### src/rtl/sr_seq_pkg.sv
package sr_seq_pkg;

    typedef enum logic [2:0] {
        ST_IDLE     = 3'd0,
        ST_PRE_REF  = 3'd1,
        ST_ENTER    = 3'd2,
        ST_HOLD     = 3'd3,
        ST_EXIT_PRE = 3'd4,
        ST_POST_REF = 3'd5,
        ST_DONE     = 3'd6
    } sr_state_e;

    // Registered sequencer state; every strobe leaves the block from a flop.
    typedef struct packed {
        sr_state_e st;
        logic      sub;        // second phase inside ENTER / EXIT_PRE
        logic      ras_n;
        logic      cas_n;
        logic      bus_req;
        logic      ref_req;
        logic      sr_ack;
        logic      wake_done;
    } sr_regs_t;

    localparam sr_regs_t SR_REGS_RST = '{
        st:        ST_IDLE,
        sub:       1'b0,
        ras_n:     1'b1,
        cas_n:     1'b1,
        bus_req:   1'b0,
        ref_req:   1'b0,
        sr_ack:    1'b0,
        wake_done: 1'b0
    };

endpackage

### src/rtl/sr_cycle_timer.sv
module sr_cycle_timer #(
    parameter int WIDTH = 8
) (
    input  logic             clk,
    input  logic             rst_n,
    input  logic             load,
    input  logic [WIDTH-1:0] load_val,
    output logic             expired
);

    logic [WIDTH-1:0] cnt_d, cnt_q;

    always_comb begin
        cnt_d = cnt_q;
        if (load) begin
            cnt_d = load_val;
        end else if (cnt_q != '0) begin
            cnt_d = cnt_q - 1'b1;
        end
    end

    always_ff @(posedge clk or negedge rst_n) begin
        if (!rst_n) begin
            cnt_q <= '0;
        end else begin
            cnt_q <= cnt_d;
        end
    end

    assign expired = (cnt_q == '0);

    // once the window has run out it stays run out until reloaded
    p_expiry_sticky_r5: assert property (@(posedge clk) disable iff (!rst_n)
        (expired && !load) |=> expired);

    // a nonzero load starts a window that has not yet run out
    p_load_arms_r4: assert property (@(posedge clk) disable iff (!rst_n)
        (load && load_val != '0) |=> !expired);

endmodule

### src/rtl/sr_wake_latch.sv
module sr_wake_latch (
    input  logic clk,
    input  logic rst_n,
    input  logic arm,
    input  logic wake_req,
    output logic pending
);

    logic pend_d, pend_q;

    always_comb begin
        pend_d = arm & (pend_q | wake_req);
    end

    always_ff @(posedge clk or negedge rst_n) begin
        if (!rst_n) begin
            pend_q <= 1'b0;
        end else begin
            pend_q <= pend_d;
        end
    end

    assign pending = arm & (pend_q | wake_req);

    // a seen wake is not forgotten while the sequence is still armed
    p_wake_kept_r6: assert property (@(posedge clk) disable iff (!rst_n)
        (arm && wake_req) |=> (pending || !arm));

    // nothing is remembered across an unarmed cycle
    p_idle_discard_r11: assert property (@(posedge clk) disable iff (!rst_n)
        !arm |=> (pend_q == 1'b0));

endmodule

### src/rtl/dram_selfref_seq.sv
module dram_selfref_seq
    import sr_seq_pkg::*;
#(
    parameter int HOLD_MIN_CYC = 25000,  // minimum row-strobe low time in clocks
    parameter int CSR_CYC      = 2,      // column-before-row setup, in clocks
    parameter int CAS_LEAD_CYC = 1,      // column release ahead of row release
    parameter int PRECH_CYC    = 20      // extended exit precharge, in clocks
) (
    input  logic clk,
    input  logic rst_n,
    input  logic sleep_req,
    input  logic wake_req,
    input  logic ref_ack,
    input  logic bus_gnt,
    output logic ref_req,
    output logic bus_req,
    output logic ras_n,
    output logic cas_lo_n,
    output logic cas_hi_n,
    output logic we_n,
    output logic oe_n,
    output logic sr_ack,
    output logic wake_done
);

    localparam int PH_MAX_A = (CSR_CYC > CAS_LEAD_CYC) ? CSR_CYC : CAS_LEAD_CYC;
    localparam int PH_MAX   = (PH_MAX_A > PRECH_CYC) ? PH_MAX_A : PRECH_CYC;
    localparam int PH_W     = $clog2(PH_MAX + 1) < 1 ? 1 : $clog2(PH_MAX + 1);
    localparam int HOLD_W   = $clog2(HOLD_MIN_CYC + 1) < 1 ? 1 : $clog2(HOLD_MIN_CYC + 1);

    sr_regs_t          r_d, r_q;
    logic              ph_load, hold_load;
    logic [PH_W-1:0]   ph_val;
    logic              ph_expired, hold_expired;
    logic              wake_pending, wake_arm;

    // One timer handles the short phases; one handles the long hold window.
    sr_cycle_timer #(.WIDTH(PH_W)) u_phase_timer (
        .clk      (clk),
        .rst_n    (rst_n),
        .load     (ph_load),
        .load_val (ph_val),
        .expired  (ph_expired)
    );

    sr_cycle_timer #(.WIDTH(HOLD_W)) u_hold_timer (
        .clk      (clk),
        .rst_n    (rst_n),
        .load     (hold_load),
        .load_val (HOLD_W'(HOLD_MIN_CYC)),
        .expired  (hold_expired)
    );

    assign wake_arm = (r_q.st != ST_IDLE) && (r_q.st != ST_DONE);

    sr_wake_latch u_wake_latch (
        .clk      (clk),
        .rst_n    (rst_n),
        .arm      (wake_arm),
        .wake_req (wake_req),
        .pending  (wake_pending)
    );

    always_comb begin
        r_d         = r_q;
        r_d.wake_done = 1'b0;
        ph_load     = 1'b0;
        ph_val      = '0;
        hold_load   = 1'b0;
        unique case (r_q.st)
            ST_IDLE: begin
                if (sleep_req) begin
                    r_d.st      = ST_PRE_REF;
                    r_d.ref_req = 1'b1;
                end
            end
            ST_PRE_REF: begin
                if (ref_ack) begin
                    r_d.ref_req = 1'b0;
                    r_d.bus_req = 1'b1;
                    r_d.sub     = 1'b0;
                    r_d.st      = ST_ENTER;
                end
            end
            ST_ENTER: begin
                if (!r_q.sub) begin
                    if (bus_gnt) begin
                        r_d.cas_n = 1'b0;
                        r_d.sub   = 1'b1;
                        ph_load   = 1'b1;
                        ph_val    = PH_W'(CSR_CYC);
                    end
                end else if (ph_expired) begin
                    r_d.ras_n  = 1'b0;
                    r_d.sr_ack = 1'b1;
                    hold_load  = 1'b1;
                    r_d.st     = ST_HOLD;
                end
            end
            ST_HOLD: begin
                if (hold_expired && wake_pending) begin
                    r_d.cas_n  = 1'b1;
                    r_d.sr_ack = 1'b0;
                    r_d.sub    = 1'b0;
                    ph_load    = 1'b1;
                    ph_val     = PH_W'(CAS_LEAD_CYC);
                    r_d.st     = ST_EXIT_PRE;
                end
            end
            ST_EXIT_PRE: begin
                if (!r_q.sub) begin
                    if (ph_expired) begin
                        r_d.ras_n = 1'b1;
                        r_d.sub   = 1'b1;
                        ph_load   = 1'b1;
                        ph_val    = PH_W'(PRECH_CYC);
                    end
                end else if (ph_expired) begin
                    r_d.bus_req = 1'b0;
                    r_d.ref_req = 1'b1;
                    r_d.sub     = 1'b0;
                    r_d.st      = ST_POST_REF;
                end
            end
            ST_POST_REF: begin
                if (ref_ack) begin
                    r_d.ref_req   = 1'b0;
                    r_d.wake_done = 1'b1;
                    r_d.st        = ST_DONE;
                end
            end
            ST_DONE: begin
                r_d.st = ST_IDLE;
            end
            default: begin
                r_d = SR_REGS_RST;
            end
        endcase
    end

    always_ff @(posedge clk or negedge rst_n) begin
        if (!rst_n) begin
            r_q <= SR_REGS_RST;
        end else begin
            r_q <= r_d;
        end
    end

    assign ras_n     = r_q.ras_n;
    assign cas_lo_n  = r_q.cas_n;
    assign cas_hi_n  = r_q.cas_n;
    assign bus_req   = r_q.bus_req;
    assign ref_req   = r_q.ref_req;
    assign sr_ack    = r_q.sr_ack;
    assign wake_done = r_q.wake_done;
    assign we_n      = 1'b1;
    assign oe_n      = 1'b1;

    // ---------------- checks on strobe timing ----------------
    logic [HOLD_W:0] ras_lo_cnt_q;
    logic [PH_W:0]   ras_hi_cnt_q;

    always_ff @(posedge clk or negedge rst_n) begin
        if (!rst_n) begin
            ras_lo_cnt_q <= '0;
            ras_hi_cnt_q <= '0;
        end else begin
            if (ras_n) begin
                ras_lo_cnt_q <= '0;
                if (ras_hi_cnt_q <= (PH_W+1)'(PRECH_CYC)) ras_hi_cnt_q <= ras_hi_cnt_q + 1'b1;
            end else begin
                ras_hi_cnt_q <= '0;
                if (ras_lo_cnt_q <= (HOLD_W+1)'(HOLD_MIN_CYC)) ras_lo_cnt_q <= ras_lo_cnt_q + 1'b1;
            end
        end
    end

    p_ack_strobes_low_r5: assert property (@(posedge clk) disable iff (!rst_n)
        sr_ack |-> (!ras_n && !cas_lo_n && !cas_hi_n));

    p_cas_before_ras_r4: assert property (@(posedge clk) disable iff (!rst_n)
        $fell(ras_n) |-> (!cas_lo_n && $past(!cas_lo_n)));

    p_cas_leads_exit_r7: assert property (@(posedge clk) disable iff (!rst_n)
        $rose(ras_n) |-> (cas_lo_n && $past(cas_lo_n)));

    p_strobes_own_bus_r3: assert property (@(posedge clk) disable iff (!rst_n)
        (!ras_n || !cas_lo_n) |-> bus_req);

    p_hold_length_r5: assert property (@(posedge clk) disable iff (!rst_n)
        $rose(ras_n) |-> (ras_lo_cnt_q >= (HOLD_W+1)'(HOLD_MIN_CYC)));

    p_precharge_length_r8: assert property (@(posedge clk) disable iff (!rst_n)
        $fell(bus_req) |-> (ras_hi_cnt_q > (PH_W+1)'(PRECH_CYC)));

    p_no_ref_in_sr_r9: assert property (@(posedge clk) disable iff (!rst_n)
        !(ref_req && !ras_n));

    p_done_single_r9: assert property (@(posedge clk) disable iff (!rst_n)
        wake_done |=> !wake_done);

    p_cas_pair_r4: assert property (@(posedge clk) disable iff (!rst_n)
        cas_lo_n == cas_hi_n);

endmodule

### config.mk
export PLATFORM = sky130hd
export DESIGN_NAME = dram_selfref_seq
export DESIGN_NICKNAME = d
export VERILOG_FILES = /design/src/rtl/sr_seq_pkg.sv /design/src/rtl/sr_cycle_timer.sv /design/src/rtl/sr_wake_latch.sv /design/src/rtl/dram_selfref_seq.sv
export SDC_FILE = /design/constraint.sdc
export NUM_CORES = 1
export LEC_CHECK = 0
export BUFFER_PORTS_ARGS = -buffer_cell sky130_fd_sc_hd__buf_2
export CAP_MARGIN = 15
export CORE_UTILIZATION = 63
export DETAILED_ROUTE_END_ITERATION = 6
export GPL_ROUTABILITY_DRIVEN = 0
export GPL_TIMING_DRIVEN = 0
export MAX_ROUTING_LAYER = met4
export PLACE_DENSITY = 0.83
export SLEW_MARGIN = 20
export SYNTH_ARGS = -nofsm -noshare
export SYNTH_HDL_FRONTEND = slang
export SYNTH_SLANG_ARGS = --single-unit
### constraint.sdc
create_clock -name clk -period 6.3 [get_ports clk]
set_input_delay 0.63 -clock clk [delete_from_list [all_inputs] [get_ports clk]]
set_output_delay 0.63 -clock clk [all_outputs]
set_load 0.05 [all_outputs]
==> results.py, run 1 <==
metrics = {
    "placed_design": {
        "detailed_place_hpwl_um": 2620,
        "place_inst": 238,
        "portBuffers": 12,
    },
    "finish": {
        "nets": 225,
        "layout_common_cells": "dfrtp_1, nor2_1, a21oi_1, o21ai_0, buf_2",
        "regArea_um2": 778.2,
        "area_growth_pct": 8.322,
        "multi_input_area_um2": 950.9,
        "layout-drive-gt1-share": 0.1907,
        "fillerInstances": 214,
        "final_common_cell": "dfrtp_1",
        "final-instance-count-excl-fill": 246,
        "diodes": 0,
        "reg_top3": "u_hold_timer.cnt_q (15), u_phase_timer.cnt_q (5), r_q (4)",
        "largest_register_ffs": 15,
        "regMostFlops": "u_hold_timer.cnt_q",
    },
    "die": {
        "die_x_um": 55.74,
        "initial_core_util": 0.6654,
        "io_pins": 15,
        "die_area_mm2": 0.003106,
        "rows": 19,
        "core_mm2": 0.002734,
        "die_h_um": 55.74,
    },
    "sta": {
        "maxSlewHeadroom": 0.5513,
        "maxSlewViolCount": 0,
        "hold_viol": 0,
        "setup_viol": 0,
        "worst_hold_slack_ns": 0.3277,
        "grt_setup_unrepaired": "no",
        "tightest_slew_ns": 0.6731,
        "min_period_ns": 2.635,
        "fin_skew_ns": 0.01286,
        "fin_crit_sh": 0.4183,
        "fmax_ghz": 0.3795,
        "finalSetupTns_ns": 0,
    },
    "grt": {
        "track_usage": 0.2764,
        "antenna_found_initial": 0,
        "overflow": 0,
        "grt_max_degree": 32,
        "grt_pass1_vias": 1452,
        "grt_pass1_wl_um": 6596,
    },
    "synthesis": {
        "ys_seq_elements": 31,
        "avgSynthCellArea_um2": 9.378,
        "synth_enable_flop_cells": 0,
        "yosysSeqAreaShare": 0.4278,
        "ys_async_sr_fraction": 1.000,
        "synth_area_mm2": 0.001819,
        "yosys_warnings": 0,
        "synth_flop_cell": "dfrtp_1",
        "yosysUniqueCellTypes": 54,
        "syn-instance-count": 194,
    },
    "critical_path": {
        "cp-end-kind": "flop",
        "crit_fanout": 10,
        "crit_type": "reg2reg",
        "start_kind": "flop",
        "arrival_ns": 2.88,
        "crit_required_ns": 6.55,
    },
    "drt": {
        "wirelength_um": 3698,
        "drc": 0,
        "drt_iter0_drc": 81,
        "dr.pass1.iters": 4,
        "post_drt_wl_per_cell_um": 15.03,
        "wl_met2_um": 1781,
        "ant_nets": 0,
        "avgViaCountPerCell": 6.240,
        "vias": 1535,
        "drt-met1-wl_um": 1711,
        "routed-wl-met3_um": 155,
        "highest_layer": "met4",
    },
    "cts": {
        "cts.clk_slew.worst_paths_ns": 0.10,
        "cts_root_buf": "clkbuf_4",
        "clock_path_buffers": 2,
        "postCtsSetupRepairBufs": 0,
        "ctsResizeCount": 0,
        "worstSkewPairLatency_ns": 0.33,
        "cts_hold_buffers": 0,
        "numCtsBuffers": 5,
        "h-tree-depth": 2,
        "tritoncts": "yes",
        "clock_sinks": 31,
    },
    "power": {
        "leakagePower_nw": 0.8349,
        "power.density_mw_per_mm2": 420.5,
        "max-vdd-ir-drop_uv": 324.7,
    },
    "min_path": {
        "hp-class": "in2async",
    },
    "run": {
        "cap_violations": 0,
    },
    "outcome": {
        "outcome": "completed",
    },
}
[layout make-up]
cell class,count,area share
inverters,10,0.01905
clock buffers,8,0.02476
well taps,31,0.01968
flip-flops and latches,31,0.3949
repair buffers,12,0.03048
plain buffers,10,0.02857
multi-input cells,144,0.4825
[per-layer routing]
| metal | up-vias | global-route usage |
|---|---|---|
| met3 | 6 | 0.06744 |
| met4 | 0 | 0.07500 |
| met5 | - | - |
| li1 | 760 | - |
| met1 | 733 | 0.3657 |
| met2 | 36 | 0.4286 |
[synthesized netlist by cell type (2+ instances only)]
library cell,instances,area share
o21ai_0,15,0.041
nand2b_1,6,0.021
dfrtp_1,29,0.40
o31ai_1,5,0.021
or2_2,4,0.014
nand3b_1,2,0.0083
o21ai_1,3,0.0083
dfstp_2,2,0.029
a21o_1,2,0.0083
or4_4,3,0.019
or3_1,6,0.021
clkbuf_1,6,0.012
and3_1,2,0.0069
nor4_1,2,0.0069
a22oi_1,2,0.0083
nor2_1,15,0.031
a211oi_1,2,0.0083
inv_1,9,0.019
ha_1,5,0.034
a21oi_1,15,0.041
xnor2_1,3,0.014
nor3_1,3,0.0083
buf_4,3,0.012
nand3_1,6,0.017
o22ai_1,2,0.0069
nor3_2,2,0.011
nor2b_1,2,0.0069
a31oi_1,3,0.010
nand2_1,10,0.021
[per-stage QoR]
| stage | cell area, µm² | total power, mW | utilization | setup WS, ns |
|---|---|---|---|---|
| floorplan | 1823 | 0.6333 | - | 4.065 |
| global placement | 1922 | 0.6947 | 0.7030 | 3.766 |
| detailed placement | 1922 | 0.7192 | 0.7030 | 3.712 |
| CTS | 1971 | 0.8320 | 0.7208 | 3.687 |
| global route | 1971 | 0.9004 | 0.7208 | 3.501 |
| finish | 1971 | 0.8286 | 0.7208 | 3.665 |
[cells by family (layout without fill, tap and decap cells)]
family / after synthesis / after routing / share of synthesized area
buffers and inverters: 20 / 40 / 0.05158
other: 1 / 2 / 0.002061
adders and majority gates: 5 / 5 / 0.03439
DFF: 31 / 31 / 0.4278
and+or+nand+nor: 74 / 74 / 0.2524
AOI/OAI and AO/OA: 59 / 59 / 0.2118
xor gates and xnor gates: 3 / 3 / 0.01445
muxes: 1 / 1 / 0.005502
[power by group]
part           switching [mW]  internal [mW]  total [mW]
Sequential             0.0763          0.274       0.350
Combinational           0.220          0.151       0.371
Clock                  0.0634         0.0444       0.108
[worst paths after layout]
kind                                          end              startpoint  cells after the start  slack [ns]
max                         u_hold_timer.cnt_q[8]  u_phase_timer.cnt_q[0]                     10        3.66
min                        u_hold_timer.cnt_q[12]                   rst_n                      1        0.33
max reg2reg                 u_hold_timer.cnt_q[8]  u_phase_timer.cnt_q[0]                     10        3.66
min reg2reg                              cas_hi_n                cas_hi_n                      2        0.51
max in group asynchronous  u_phase_timer.cnt_q[4]                   rst_n                      1        5.53
min in group clk                         cas_hi_n                cas_hi_n                      2        0.51
[critical path, stage by stage, from the launching register on]
cell	delay [ns]
dfrtp_1	0.38
inv_1	0.12
ha_1	0.18
or4b_2	0.58
clkbuf_1	0.19
clkinv_1	0.19
ha_1	0.20
and3_1	0.15
clkbuf_1	0.39
a21oi_1	0.07
o21ai_0	0.10
(Power assumes the default switching activity.)
==> inputs of run 2 (changes only) <==
--- a/config.mk
+++ b/config.mk
@@ -5,14 +5,15 @@
 export SDC_FILE = /design/constraint.sdc
 export NUM_CORES = 1
 export LEC_CHECK = 0
+export ABC_AREA = 1
 export BUFFER_PORTS_ARGS = -buffer_cell sky130_fd_sc_hd__buf_2
 export CAP_MARGIN = 15
-export CORE_UTILIZATION = 63
+export CORE_UTILIZATION = 60
 export DETAILED_ROUTE_END_ITERATION = 6
 export GPL_ROUTABILITY_DRIVEN = 0
 export GPL_TIMING_DRIVEN = 0
 export MAX_ROUTING_LAYER = met4
-export PLACE_DENSITY = 0.83
+export PLACE_DENSITY = 0.79
 export SLEW_MARGIN = 20
 export SYNTH_ARGS = -nofsm -noshare
 export SYNTH_HDL_FRONTEND = slang
==> constraint.sdc (replaced) <==
create_clock -name clk -period 2.5 [get_ports clk]
set_input_delay 0.25 -clock clk [delete_from_list [all_inputs] [get_ports clk]]
set_output_delay 0.25 -clock clk [all_outputs]
set_load 0.05 [all_outputs]
==> results.py, run 2 <==
metrics = {
    "critical_path": {
        "crit_fanout": 7,
        "cp_cell_sequence": "inv_1 -> ha_1 -> nand3_2 -> inv_2 -> ha_1 -> inv_1 -> nor2_1 -> a31oi_4 -> nand3_1 -> nand2_1 -> nand2_1 -> inv_1",
        "crit_type": "reg2reg",
        "slowest_delay_ns": 0.40,
        "arrival_ns": 2.09,
        "crit_required_ns": 2.75,
        "r2r-start": "u_phase_timer.cnt_q[0]",
        "crit_family": "simple AND/OR/NAND/NOR gates",
        "crit_top_cell": "inv_1",
        "slowest_stage": "dfrtp_1",
        "worstSetupStartpoint": "u_phase_timer.cnt_q[0]",
        "start_kind": "flop",
        "cp-end-kind": "flop",
        "worst-path-buf-inv": 4,
    },
    "cts": {
        "cts.clk_slew.worst_paths_ns": 0.11,
        "h-tree-depth": 2,
        "tritoncts": "yes",
        "numCtsBuffers": 5,
        "ctsResizeCount": 0,
        "cts_hold_buffers": 1,
        "clock_path_buffers": 2,
        "postCtsSetupRepairBufs": 0,
        "cts_root_buf": "clkbuf_4",
        "worstSkewPairLatency_ns": 0.34,
        "clock_sinks": 31,
    },
    "power": {
        "clockPowerShare": 0.103,
        "p_sw_frac": 0.5064,
        "p_int_mw": 1.523,
        "pwr-share-comb": 0.598,
        "power.density_mw_per_mm2": 1327,
        "pwr-share-seq": 0.299,
        "max-vdd-ir-drop_uv": 752.3,
        "leakagePower_nw": 1.197,
        "p_sw_mw": 1.562,
    },
    "sta": {
        "hold_viol": 0,
        "tightest_slew_ns": 0.6855,
        "finalSetupTns_ns": 0,
        "maxSlewViolCount": 0,
        "fin_skew_ns": 0.01700,
        "min_period_ns": 1.840,
        "setup_viol": 0,
        "fin_crit_sh": 0.7358,
        "grt_setup_unrepaired": "no",
        "fmax_ghz": 0.5436,
        "maxSlewHeadroom": 0.5430,
    },
    "grt": {
        "grt_pass1_vias": 1528,
        "overflow": 0,
        "antenna_found_initial": 0,
        "track_usage": 0.2555,
        "grt_max_degree": 32,
        "grt_pass1_wl_um": 6686,
    },
    "finish": {
        "nets": 295,
        "layout_common_cells": "nand2_1, dfrtp_1, nor2_1",
        "layout-drive-gt1-share": 0.2737,
        "reg_top3": "u_hold_timer.cnt_q (15), u_phase_timer.cnt_q (5), r_q (4)",
        "final_common_cell": "nand2_1",
        "fillerInstances": 308,
        "largest_register_ffs": 15,
        "diodes": 0,
        "final_core_util": 0.6912,
        "regMostFlops": "u_hold_timer.cnt_q",
        "area_growth_pct": 8.974,
    },
    "drt": {
        "dr.pass1.iters": 4,
        "drc": 0,
        "drt_iter0_drc": 75,
        "vias": 1673,
        "avgViaCountPerCell": 5.054,
        "ant_nets": 0,
        "wirelength_um": 4073,
        "post_drt_wl_per_cell_um": 12.31,
    },
    "die": {
        "core_mm2": 0.003363,
        "die_x_um": 61.63,
        "die_area_mm2": 0.003798,
        "initial_core_util": 0.6343,
        "rows": 21,
        "die_h_um": 61.63,
        "io_pins": 15,
    },
    "synthesis": {
        "synth_top_area_share": 0.3402,
        "synth_area_leaders": "dfrtp_1, nand2_1, nand3_1, nor2_1, inv_1",
        "yosysUniqueCellTypes": 37,
        "synth_area_mm2": 0.002133,
        "yosysSeqAreaShare": 0.3648,
        "synth_enable_flop_cells": 0,
        "yosys_warnings": 0,
        "syn-instance-count": 263,
        "avgSynthCellArea_um2": 8.111,
        "yosysTopAreaCell": "dfrtp_1",
        "synth_commonest_cells": "nand2_1, dfrtp_1, nor2_1",
        "ys_async_sr_fraction": 1.000,
        "synth_flop_cell": "dfrtp_1",
        "synth.most_common_cell": "nand2_1",
        "ys_seq_elements": 31,
    },
    "run": {
        "cap_violations": 0,
    },
    "min_path": {
        "hp-start": "ref_ack",
        "hp-class": "in2reg",
    },
    "placed_design": {
        "portBuffers": 12,
        "detailed_place_hpwl_um": 3149,
    },
    "outcome": {
        "outcome": "completed",
    },
}
run 2: cell count changes after synthesis, sizes merged, moves of 4 or more:
cell,before,now
nand2,11,66
o21ai,19,13
or3,7,0
clkbuf,6,0
xor2,0,6
nand3,6,27
nor2,15,42
a21oi,15,6
nor3,5,9
o31ai,5,1
nand2b,6,0
inv,9,36
or4,4,0
run 2: layout make-up:
| class | count | area, µm² | area share |
|---|---|---|---|
| clock inverters | 1 | 5.005 | 0.002153 |
| plain buffers | 7 | 67.56 | 0.02906 |
| multi-input cells | 189 | 1139 | 0.4898 |
| well taps | 46 | 57.56 | 0.02476 |
| flip-flops and latches | 31 | 778.2 | 0.3348 |
| inverters | 37 | 152.6 | 0.06566 |
| repair buffers | 13 | 70.07 | 0.03014 |
| clock buffers | 7 | 55.05 | 0.02368 |
run 2: cell families after synthesis:
kind of cell,share of synthesized area
flops,0.3648
compound gates,0.07156
other cells,0.001758
fa+ha+maj,0.02933
simple gates,0.3924
xor+xnor,0.03695
buf+inv,0.1032
run 2: path summary, 6_finish.rpt:
| path | endpoint | slack, ns | depth (start not counted) |
|---|---|---|---|
| setup / recovery | u_phase_timer.cnt_q[2] | 0.66 | 12 |
| hold / removal | wake_done | 0.22 | 3 |
| setup reg to reg | u_phase_timer.cnt_q[2] | 0.66 | 12 |
| max in group asynchronous | wake_done | 1.57 | 2 |
| hold reg to reg | cas_hi_n | 0.48 | 2 |
| min in group asynchronous | u_phase_timer.cnt_q[0] | 0.47 | 2 |
run 2: stage by stage:
step	std cells	worst slack [ns]	power (mW)	instance area, µm²	hold WS (ns)
finish	331	0.6604	3.085	2325	0.2159
global route	331	0.5117	3.361	2325	0.2538
CTS	331	0.6669	3.099	2325	0.1931
detailed placement	322	0.6856	2.778	2255	0.3306
global placement	322	0.7436	2.719	2255	0.3246
floorplan	264	0.8903	2.442	2137	-0.04559
run 2: power groups by stage:
stage | Combinational (mW) | Sequential [mW] | Clock [mW]
after detailed placement | 1.84 | 0.936 | 0
after floorplan | 1.41 | 1.03 | 0
final | 1.84 | 0.924 | 0.317
after CTS | 1.85 | 0.925 | 0.324
after global routing | 2.07 | 0.950 | 0.342
after global placement | 1.79 | 0.925 | 0
run 2: routing by layer:
layer / track usage / share of wire / vias to the layer above
met5: - / 0 / -
met4: 0.08889 / 0.010 / 0
met3: 0.05672 / 0.029 / 4
met2: 0.4055 / 0.48 / 26
met1: 0.3206 / 0.49 / 767
li1: - / - / 876
run 2: tightest hold or removal path, cell delays in order:
cell	delay, ns
buf_2	0.07
inv_1	0.07
nor2_1	0.11
==> inputs of run 3 (changes only) <==
==> constraint.sdc (replaced) <==
create_clock -name clk -period 1.9 [get_ports clk]
set_input_delay 0.19 -clock clk [delete_from_list [all_inputs] [get_ports clk]]
set_output_delay 0.19 -clock clk [all_outputs]
set_load 0.05 [all_outputs]
==> results.py, run 3 (synthesis gave the netlist of run 2 again) <==
metrics = {
    "critical_path": {
        "crit_top_cell": "inv_1",
        "slowest_stage": "dfrtp_1",
        "cp_cell_sequence": "inv_1 -> ha_1 -> nand3_2 -> inv_4 -> ha_1 -> inv_1 -> nor2_2 -> a31oi_4 -> nand3_1 -> nand2_1 -> nand2_1 -> inv_1",
        "slowest_delay_ns": 0.40,
        "cp-end-kind": "flop",
        "crit_fanout": 7,
        "r2r-start": "u_phase_timer.cnt_q[0]",
        "crit_required_ns": 2.15,
        "arrival_ns": 2.03,
        "r2r_slack_ns": 0.12,
        "start_kind": "flop",
        "worstSetupStartpoint": "u_phase_timer.cnt_q[0]",
        "crit_type": "reg2reg",
    },
    "grt": {
        "grt_max_degree": 32,
        "grt_pass1_wl_um": 6686,
        "track_usage": 0.2555,
        "grt_pass1_vias": 1528,
        "antenna_found_initial": 0,
        "overflow": 0,
    },
    "power": {
        "max-vdd-ir-drop_uv": 990.1,
        "leakagePower_nw": 1.196,
        "total_power_mw": 4.064,
        "power.density_mw_per_mm2": 1745,
    },
    "cts": {
        "worstSkewPairLatency_ns": 0.35,
        "clock_sinks": 31,
        "cts.clk_slew.worst_paths_ns": 0.11,
        "clock_path_buffers": 2,
        "cts_root_buf": "clkbuf_4",
        "numCtsBuffers": 5,
        "h-tree-depth": 2,
        "tritoncts": "yes",
    },
    "drt": {
        "dr.pass1.iters": 5,
        "avgViaCountPerCell": 5.039,
        "vias": 1668,
        "post_drt_wl_per_cell_um": 12.37,
        "wirelength_um": 4093,
        "drc": 0,
        "drt_iter0_drc": 66,
        "ant_nets": 0,
    },
    "sta": {
        "min_period_ns": 1.776,
        "setup_viol": 0,
        "worst_hold_slack_ns": 0.1527,
        "maxSlewViolCount": 0,
        "fin_crit_sh": 0.9345,
        "fin_skew_ns": 0.01688,
        "fin_ws_ns": 0.1244,
        "fmax_ghz": 0.5632,
        "tightest_slew_ns": 0.6872,
        "maxSlewHeadroom": 0.5419,
        "hold_viol": 0,
    },
    "min_path": {
        "hp-start": "ref_ack",
        "hp-class": "in2reg",
    },
    "finish": {
        "final_core_util": 0.6927,
        "reg_top3": "u_hold_timer.cnt_q (15), u_phase_timer.cnt_q (5), r_q (4)",
        "regMostFlops": "u_hold_timer.cnt_q",
        "final-instance-count-excl-fill": 331,
        "layout-drive-gt1-share": 0.2772,
        "final_common_cell": "nand2_1",
        "area_growth_pct": 9.208,
        "fillerInstances": 305,
        "diodes": 0,
        "largest_register_ffs": 15,
        "nets": 295,
        "layout_common_cells": "nand2_1, dfrtp_1, inv_1, nor2_1, nand3_1",
    },
    "outcome": {
        "outcome": "completed",
    },
    "run": {
        "cap_violations": 0,
    },
    "die": {
        "die_area_mm2": 0.003798,
        "die_h_um": 61.63,
        "initial_core_util": 0.6343,
        "rows": 21,
        "io_pins": 15,
        "core_mm2": 0.003363,
        "die_x_um": 61.63,
    },
    "placed_design": {
        "detailed_place_hpwl_um": 3149,
        "portBuffers": 12,
        "place_inst": 322,
        "place_ws_ns": 0.08564,
    },
}
==> run 3: cell counts in the layout (fill, tap and decap cells not counted) <==
No cell type changed its count.
==> run 3: layer usage <==
layer  wire length (µm)  vias to the layer above  track usage
met5                  0                        -            -
li1                   -                      874            -
met2               1931                       19       0.4055
met1               1989                      770       0.3206
met3                105                        5      0.05672
met4                 67                        0      0.08889
==> run 3: area by class of cell <==
class,count,area (µm²),area share
multi-input combinational,189,1141,0.4898
sequential,31,778.2,0.3340
inverter,37,155.1,0.06660
timing repair buffer,13,70.07,0.03008
buffer,7,67.56,0.02900
tap,46,57.56,0.02470
clock buffer,7,55.05,0.02363
clock inverter,1,5.005,0.002148
==> run 3: worst paths after layout <==
check	end	cells past startpoint
worst max-delay path	u_phase_timer.cnt_q[2]	12
max in group asynchronous	wake_done	2
worst max register to register	u_phase_timer.cnt_q[2]	12
min in group asynchronous	u_hold_timer.cnt_q[10]	2
worst min register to register	cas_hi_n	2
worst min-delay path	wake_done	3
==> run 3: metrics by stage <==
step                instance area (µm²)    TNS [ns]
global route                       2330  -0.0001070
floorplan                          2137           0
finish                             2330           0
CTS                                2325           0
detailed placement                 2255           0
global placement                   2255           0
==> run 3: worst max-delay path, delay by kind of cell, from the launching register on <==
kind,cells,cell delay (ns)
adders and majority gates,2,0.32
buffers and inverters,4,0.34
DFF,1,0.40
and+or+nand+nor,5,0.55
AOI/OAI and AO/OA,1,0.08
==> run 3: where the power goes <==
group | switching (mW) | total, mW | internal (mW) | leakage, nW
Combinational | 1.59 | 2.43 | 0.841 | 0.779
Sequential | 0.231 | 1.22 | 0.985 | 0.383
Clock | 0.239 | 0.418 | 0.179 | 0.0353
Total | 2.06 | 4.06 | 2.01 | 1.20
==> run 3: repair_timing <==
| action | in CTS | in global routing |
|---|---|---|
| buffers inserted | 0 | 0 |
| gates resized for setup | 0 | 2 |
| hold endpoints to repair | 29 | 0 |
| hold buffers | 1 | 0 |
| setup endpoints to repair | 0 | 3 |
